## src/rtl/wdt_pkg.sv

```systemverilog
package wdt_pkg;
  localparam logic [1:0] ADDR_CTRL = 2'd0;
  localparam logic [1:0] ADDR_TC   = 2'd1;
  localparam logic [1:0] ADDR_FEED = 2'd2;
  localparam logic [1:0] ADDR_CNT  = 2'd3;

  localparam int KEY_FIRST  = 'hAA;
  localparam int KEY_SECOND = 'h55;

  typedef struct packed {
    logic reload;
    logic run;
  } dp_cmd_t;
endpackage

```

## src/rtl/wdt_dp.sv

```systemverilog
module wdt_dp
  import wdt_pkg::*;
#(
  parameter int CNT_W    = 24,
  parameter int PRE_W    = 2,
  parameter int MIN_LOAD = 255
) (
  input  logic             clk,
  input  logic             rstN,
  input  dp_cmd_t          cmd,
  input  logic [CNT_W-1:0] tcVal,
  output logic [CNT_W-1:0] cnt,
  output logic             expire
);
  localparam logic [CNT_W-1:0] FLOOR = CNT_W'(MIN_LOAD);

  logic [CNT_W-1:0] loadVal;
  logic             tick;

  assign loadVal = (tcVal < FLOOR) ? FLOOR : tcVal;

  generate
    if (PRE_W == 0) begin : g_nopre
      assign tick = cmd.run;
    end else begin : g_pre
      localparam logic [PRE_W-1:0] PRE_LAST = '1;
      logic [PRE_W-1:0] pre;
      always_ff @(posedge clk or negedge rstN) begin
        if (!rstN)          pre <= '0;
        else if (cmd.reload) pre <= '0;
        else if (cmd.run)    pre <= pre + 1'b1;
      end
      assign tick = cmd.run && (pre == PRE_LAST);
    end
  endgenerate

  assign expire = tick && (cnt == '0);

  always_ff @(posedge clk or negedge rstN) begin
    if (!rstN)                  cnt <= FLOOR;
    else if (cmd.reload)        cnt <= loadVal;
    else if (tick && cnt != '0) cnt <= cnt - 1'b1;
  end
endmodule

```

## src/rtl/wdt_ctrl.sv

```systemverilog
module wdt_ctrl
  import wdt_pkg::*;
#(
  parameter int CNT_W    = 24,
  parameter int MIN_LOAD = 255
) (
  input  logic             clk,
  input  logic             rstN,
  input  logic [1:0]       regAddr,
  input  logic             wrEn,
  input  logic             rdEn,
  input  logic [CNT_W-1:0] wrData,
  input  logic             debugHalt,
  input  logic             expire,
  input  logic [CNT_W-1:0] cnt,
  output dp_cmd_t          cmd,
  output logic [CNT_W-1:0] tcVal,
  output logic [CNT_W-1:0] rdData,
  output logic             rstReq,
  output logic             irq,
  output logic             enable,
  output logic             flag,
  output logic             fire
);
  localparam logic [CNT_W-1:0] KEY_A = CNT_W'(KEY_FIRST);
  localparam logic [CNT_W-1:0] KEY_B = CNT_W'(KEY_SECOND);

  logic mode, running, armed, irqPend, rstPulse;
  logic access, feedWr, ctrlWr, goodFeed, badFeed;
  logic [CNT_W-1:0] tcReg;

  assign access = wrEn | rdEn;
  assign feedWr = wrEn && (regAddr == ADDR_FEED);
  assign ctrlWr = wrEn && (regAddr == ADDR_CTRL);

  always_comb begin
    goodFeed = 1'b0;
    badFeed  = 1'b0;
    if (enable) begin
      if (armed) begin
        if (access) begin
          if (feedWr && wrData == KEY_B) goodFeed = 1'b1;
          else                           badFeed  = 1'b1;
        end
      end else if (feedWr && wrData != KEY_A) begin
        badFeed = 1'b1;
      end
    end
  end

  assign fire       = badFeed | expire;
  assign cmd.reload = goodFeed;
  assign cmd.run    = running & ~debugHalt;
  assign tcVal      = tcReg;
  assign rstReq     = rstPulse;
  assign irq        = irqPend;

  always_ff @(posedge clk or negedge rstN) begin
    if (!rstN) begin
      enable   <= 1'b0;
      mode     <= 1'b0;
      running  <= 1'b0;
      armed    <= 1'b0;
      flag     <= 1'b0;
      irqPend  <= 1'b0;
      rstPulse <= 1'b0;
      tcReg    <= CNT_W'(MIN_LOAD);
    end else begin
      rstPulse <= fire & mode;

      if (!enable)            armed <= 1'b0;
      else if (armed)         armed <= armed & ~access;
      else if (feedWr && wrData == KEY_A) armed <= 1'b1;

      if (goodFeed) running <= 1'b1;

      if (ctrlWr && !running) begin
        enable <= enable | wrData[0];
        mode   <= wrData[1];
      end
      if (ctrlWr && wrData[2]) begin
        flag    <= 1'b0;
        irqPend <= 1'b0;
      end
      if (wrEn && regAddr == ADDR_TC) tcReg <= wrData;

      if (fire) begin
        enable  <= 1'b0;
        running <= 1'b0;
        armed   <= 1'b0;
        flag    <= 1'b1;
        if (!mode) irqPend <= 1'b1;
      end
    end
  end

  always_comb begin
    rdData = '0;
    unique case (regAddr)
      ADDR_CTRL: rdData[3:0] = {running, flag, mode, enable};
      ADDR_TC:   rdData = tcReg;
      ADDR_FEED: rdData = '0;
      ADDR_CNT:  rdData = cnt;
      default:   rdData = '0;
    endcase
  end
endmodule

```

## src/rtl/wdt_guard.sv

```systemverilog
module wdt_guard
  import wdt_pkg::*;
#(
  parameter int CNT_W    = 24,
  parameter int PRE_W    = 2,
  parameter int MIN_LOAD = 255
) (
  input  logic             clk,
  input  logic             rstN,
  input  logic [1:0]       regAddr,
  input  logic             wrEn,
  input  logic             rdEn,
  input  logic [CNT_W-1:0] wrData,
  output logic [CNT_W-1:0] rdData,
  input  logic             debugHalt,
  output logic             wdtRstReq,
  output logic             wdtIrq
);
  dp_cmd_t          dpCmd;
  logic [CNT_W-1:0] tcVal;
  logic [CNT_W-1:0] cnt;
  logic             expire;
  logic             enable;
  logic             flag;
  logic             fire;

  wdt_ctrl #(.CNT_W(CNT_W), .MIN_LOAD(MIN_LOAD)) uCtrl (
    .clk(clk), .rstN(rstN), .regAddr(regAddr), .wrEn(wrEn), .rdEn(rdEn),
    .wrData(wrData), .debugHalt(debugHalt), .expire(expire), .cnt(cnt),
    .cmd(dpCmd), .tcVal(tcVal), .rdData(rdData), .rstReq(wdtRstReq),
    .irq(wdtIrq), .enable(enable), .flag(flag), .fire(fire)
  );

  wdt_dp #(.CNT_W(CNT_W), .PRE_W(PRE_W), .MIN_LOAD(MIN_LOAD)) uDp (
    .clk(clk), .rstN(rstN), .cmd(dpCmd), .tcVal(tcVal),
    .cnt(cnt), .expire(expire)
  );
endmodule

```

## config.mk

```make
export PLATFORM = sky130hd
export DESIGN_NAME = wdt_guard
export DESIGN_NICKNAME = d
export VERILOG_FILES = /design/src/rtl/wdt_pkg.sv /design/src/rtl/wdt_dp.sv /design/src/rtl/wdt_ctrl.sv /design/src/rtl/wdt_guard.sv
export SDC_FILE = /design/constraint.sdc
export NUM_CORES = 1
export LEC_CHECK = 0
export BUFFER_PORTS_ARGS = -buffer_cell sky130_fd_sc_hd__buf_2
export CORE_UTILIZATION = 61
export DETAILED_ROUTE_END_ITERATION = 8
export PLACE_DENSITY = 0.95
export SETUP_SLACK_MARGIN = 0.05
export SLEW_MARGIN = 15
export SYNTH_ARGS = -nofsm -noshare
export SYNTH_HDL_FRONTEND = slang
export SYNTH_SLANG_ARGS = --single-unit
```

## constraint.sdc

```tcl
create_clock -name clk -period 5.4 [get_ports clk]
set_clock_uncertainty 0.15 [all_clocks]
set_input_delay 0 -clock clk [delete_from_list [all_inputs] [get_ports clk]]
set_output_delay 0 -clock clk [all_outputs]
set_load 0.02 [all_outputs]
```

Word-level counts from Yosys, hierarchy flattened
Cells that the tools add are included.
Storage, ports and cells
  register bits after elaboration: 57
  output and inout port bits: 26
  word-level logic and storage cells: 77
Operators by class
  add/sub/neg operators: 2
  $lt $le $gt $ge: 1
  eq/ne operators: 7
  muxes and demuxes: 29
  bitwise logic cells: 8
  reductions and logical operators: 20
Operators with widths (number)
  $mux W24: 3
  $pmux W20 S2: 1
  $eq A24 B7 Y1 const B: 1
  $eq A24 B8 Y1 const B: 1
  $logic_not A24 Y1: 1
  $lt A24 B8 Y1 const B: 1
  $ne A24 B8 Y1 const B: 1
  $reduce_bool A24 Y1: 1
  $sub A24 B1 Y24 const B: 1
  $mux W1: 22
  $pmux W4 S4: 1
  $logic_and A1 B1 Y1: 11
  $reduce_bool A2 Y1: 5
  $eq A2 B2 Y1 const B: 3
  $mux W2: 2
  $and A1 B1 Y1: 3
  $or A1 B1 Y1: 3
  $add A2 B1 Y2 const B: 1
  $eq A2 B1 Y1 const B: 1
  $logic_not A2 Y1: 1
  $not A1 Y1: 2
  $logic_not A1 Y1: 1

Logic depth before layout (Yosys ltp)
  depth after elaboration: 9
  gate-level depth with buffers: 8
  depth with buffers taken out: 7

Modules after synthesis
Synthesis repeated with hierarchy kept, for this count alone.
Second synthesis, totals
  cells, all modules: 343
  area total of the unflattened synthesis: 3606.0 sq um
Modules (own cells, without submodules)
  wdt_dp: instances 1, cells each 193, area an instance 1814.2 sq um, seq. area each 660.6 sq um
  wdt_ctrl: instances 1, cells each 150, area an instance 1791.7 sq um, seq. area each 785.8 sq um

Worst setup path before layout
No wires, ideal clock.
  path kind: reg2reg
  from: register uDp.cnt[19]
  to: register uDp.cnt[17]
  setup time: 0.137 ns
  arrival time: 1.915 ns
  required time: 5.113 ns
  path slack: 3.198 ns
  stages on the path, launching flop included: 8
  cells stage by stage: dfrtp_1 -> or4_1 -> nor4_2 -> a31oi_1 -> buf_2 -> nand4b_1 -> xor2_1 -> a21oi_1
On the way
  cells in the longest elaborated chain, start to end: 3
Ends and longest elaborated chain
  start: declaration: RTL line wdt_dp.sv:12  | output logic [CNT_W-1:0] cnt,
  start signal: assignment: RTL line wdt_dp.sv:41  | else if (cmd.reload) cnt <= loadVal;
  start signal: assignment: RTL line wdt_dp.sv:42  | else if (tick && cnt != '0) cnt <= cnt - 1'b1;
  $reduce_bool A24 Y1: RTL line wdt_dp.sv:42
  $logic_and A1 B1 Y1: RTL line wdt_dp.sv:42
  $reduce_bool A2 Y1 (no line)
No other way between the ends.
A chain may end at the register's enable or synchronous reset.

Worst setup path in the final report
  from: input wrData[7]
  to: register uDp.cnt[13]
On the way
  cells in the longest elaborated chain, start to end: 7
  elaborated cells between the ends (all ways): 8
  those cells by class: eq/ne: 1; mux: 5; reduce/logical: 2
Ends and longest elaborated chain
  start: declaration: RTL line wdt_guard.sv:13  | input logic [CNT_W-1:0] wrData,
  $eq A24 B7 Y1 *: RTL line wdt_ctrl.sv:42  | if (feedWr && wrData == KEY_B) goodFeed = 1'b1;
  $logic_and A1 B1 Y1 *: RTL line wdt_ctrl.sv:42
  $mux W1 *: RTL line wdt_ctrl.sv:42
  $mux W1 *: RTL line wdt_ctrl.sv:41  | if (access) begin
  $mux W1 *: RTL line wdt_ctrl.sv:40  | if (armed) begin
  $mux W1 *: RTL line wdt_ctrl.sv:39  | if (enable) begin
  $mux W24 / $reduce_bool A2 Y1 (equally long branches)
Every way passes the cells marked *; elsewhere a longest branch is shown, timed or not.

==> impl_metrics.toml <==
[clock_network]
cts_buffers = 9
cts_resized = 0
cts_root_buf = "clkbuf_8"
cts.sinks = 57
cts_max_level = 3
postCtsSetupRepairBufs = 0
ctsHoldBuffers = 28
clock_latency_ns = 0.36
cts_buffer_depth = 2
cts_tree = "done"
clkTransAtPathRegs_ns = 0.06

[worst_setup_path]
critPathLaunchType = "primary input"
critPathSlowestCell = "nand3_1"
crit_top_cell = "nor2_1"
crit_chain = "dlygate4sd3_1, buf_2, nor4bb_1, and4b_1, nand3_1, nor2_1, a2bb2oi_1, nor2_1"
crit_arrival_ns = 3.36
critPathRequiredTime_ns = 5.51
slowest_delay_ns = 0.72
crit_type = "in -> reg"
crit_fanout = 24
endpoint_kind = "register"

[floorplanning]
num_io_pins = 57
num_rows = 26
core_area_um2 = 5240
die_area_um2 = 5900
die_x_um = 76.8
start_util_pct = 65.1
die_h_um = 76.8

[timing]
rsz0062_at_grt = "no"
fin_crit_sh_pct = 60.1
maxSlewViolCount = 0
clock.fmax_mhz = 308
post-route-worst-setup-slack_ns = 2.15
final_hold_viol_count = 0
setup_tns_ns = 0
finalSetupViolCount = 0
slew_headroom_pct = 33.1
min_period_ns = 3.25
worst_pin_slew_ns = 1.00

[synth]
syn_avg_cell_area_um2 = 9.89
yosysWarnings = 0
ys_seq_area_share_pct = 42.4
synth_cells = 345
yosys_most_used_dff = "dfrtp_1"
syn_nets = 379
synthesis.area_um2 = 3410
yosys.area.top_type = "dfrtp_1"
netlist.area_leader.share_pct = 30.1
ys_async_sr_fraction_pct = 100
synth.ff_latch_count = 57
synth_edf_count = 0
synthTopCellsByArea = "dfrtp_1, dfstp_2, mux2_2, mux2i_1, nor2_1"
yosysUniqueCellTypes = 47

[min_path]
hold_class = "in -> async"

[place]
dp_hpwl_mm = 5.99
gp_congestion = 0.966
port_buffers = 56
dp_slack_ns = 2.48

[drt]
drtAntennaViolNets = 0
post_drt_via_cell_ratio = 7.25
post_drt_wl_per_cell_um = 24.3
vias = 3646
wl_mm = 12.2
first_pass_iters = 9
first_iter_violations = 798
drc = 0

[global_routing]
antenna_found_initial = 1
grt_max_degree = 58
grt_overflow = 0
track_usage_pct = 43.7
grt_pass1_vias = 3649
grt_pass1_wl_mm = 19.1

[pwr]
ir_drop_v = 0.000262
power_density_nw_per_um2 = 277
leakagePower_nw = 1.86

[cells_and_area]
drive_gt1_share_pct = 29.0
syn_to_final_growth_pct = 24.1
fillers = 253
multiInputGateArea_um2 = 1890
layout.nets = 460
ff_latch_area_um2 = 1450

[status]
status = "finished clean"

[job]
drv_cap = 0
## per-stage QoR
step                utilization, %  area, um^2  hold slack (ns)  power (W)  cells
finish                        80.8        4230            0.173    0.00117    503
global route                  80.8        4230            0.239    0.00120    502
CTS                           80.5        4210            0.201    0.00113    500
detailed placement            71.1        3730           0.0270   0.000704    456
global placement              71.1        3730           0.0171   0.000693    456
floorplan                        -        3410           -0.446   0.000627    345
## worst paths after layout
kind	startpoint	endpoint	slack (ns)	cells past startpoint
min	rstN	uCtrl.tcVal[14]	0.17	3
max	wrData[7]	uDp.cnt[13]	2.15	8
min in group clk	wrData[21]	uCtrl.tcVal[21]	0.29	3
max reg2reg	uCtrl.enable	uDp.cnt[13]	2.48	6
max in group asynchronous	rstN	uDp.cnt[15]	4.45	3
min reg2reg	uDp.cnt[3]	uDp.cnt[3]	0.36	1
## state kept, by name (all words and copies together) (netlist names)
register and cells:
uCtrl.tcVal 24, uDp.cnt 24, uDp.g_pre.pre 2, uCtrl.armed 1
uCtrl.enable 1, uCtrl.flag 1, uCtrl.irq 1, uCtrl.mode 1
uCtrl.rstReq 1, uCtrl.running 1
## final cells by class
type | instances | area share, %
Clock buffer | 14 | 4.08
Antenna cell | 2 | 0.118
Timing Repair Buffer | 87 | 13.9
Multi-Input combinational cell | 268 | 44.5
Clock inverter | 2 | 0.827
Inverter | 3 | 0.266
Tap cell | 70 | 2.07
Sequential cell | 57 | 34.2
## critical path: cells and delay by family
| kind | cells | cell delay [ns] |
|---|---|---|
| and+or+nand+nor | 5 | 2.43 |
| buffers and inverters | 2 | 0.75 |
| AOI/OAI and AO/OA | 1 | 0.17 |
## synth_stat cells, drive strengths merged (10+ instances only)
master  instances
xor2           11
nor2b          21
nor2           41
nand4          10
mux2i          21
mux2           29
dfrtp          41
dfstp          16
a21oi          13
clkbuf         11
nor3           13
nand2          19
nor4           17
## placed cells by master (no fill, tap or decap), drive strengths merged, types with 2 or more instances in the layout
cell type     n
a21oi        13
a22o          4
a2bb2oi       6
and2          5
buf          59
clkbuf       14
dfrtp        41
dfstp        16
diode         2
dlygate4sd3  28
ha            3
inv           3
mux2         29
mux2i        21
nand2        19
nand3         9
nand3b        2
nand4        10
nor2         41
nor2b        21
nor3         13
nor4         17
nor4b         2
nor4bb        4
o21ai         9
o31ai         4
o32ai         2
or4           3
xnor2         7
xor2         11
## report_power, final
part | switching, W | leakage (nW) | total [W] | internal, W
Combinational | 0.0000991 | 1.06 | 0.000192 | 0.0000931
Sequential | 0.0000687 | 0.697 | 0.000549 | 0.000480
Clock | 0.000183 | 0.107 | 0.000434 | 0.000251
## cells by family after synthesis
logic type	count (synthesis)	synth area share, %
mux	50	15.7
buf+inv	20	2.35
xor+xnor	18	4.62
fa+ha+maj	3	1.10
simple gates	151	24.8
flops	57	42.4
compound gates	46	9.02
## layer usage
metal  wire length [um]  vias to the layer above  GRT usage (%)
met5                  0                        -           5.45
met4               1170                        0           36.9
met3               1770                      153           15.5
met2               5240                      420           64.8
met1               4030                     1656           49.7
li1                   -                     1417              -
No activity file was read; power rests on OpenSTA's default activity.
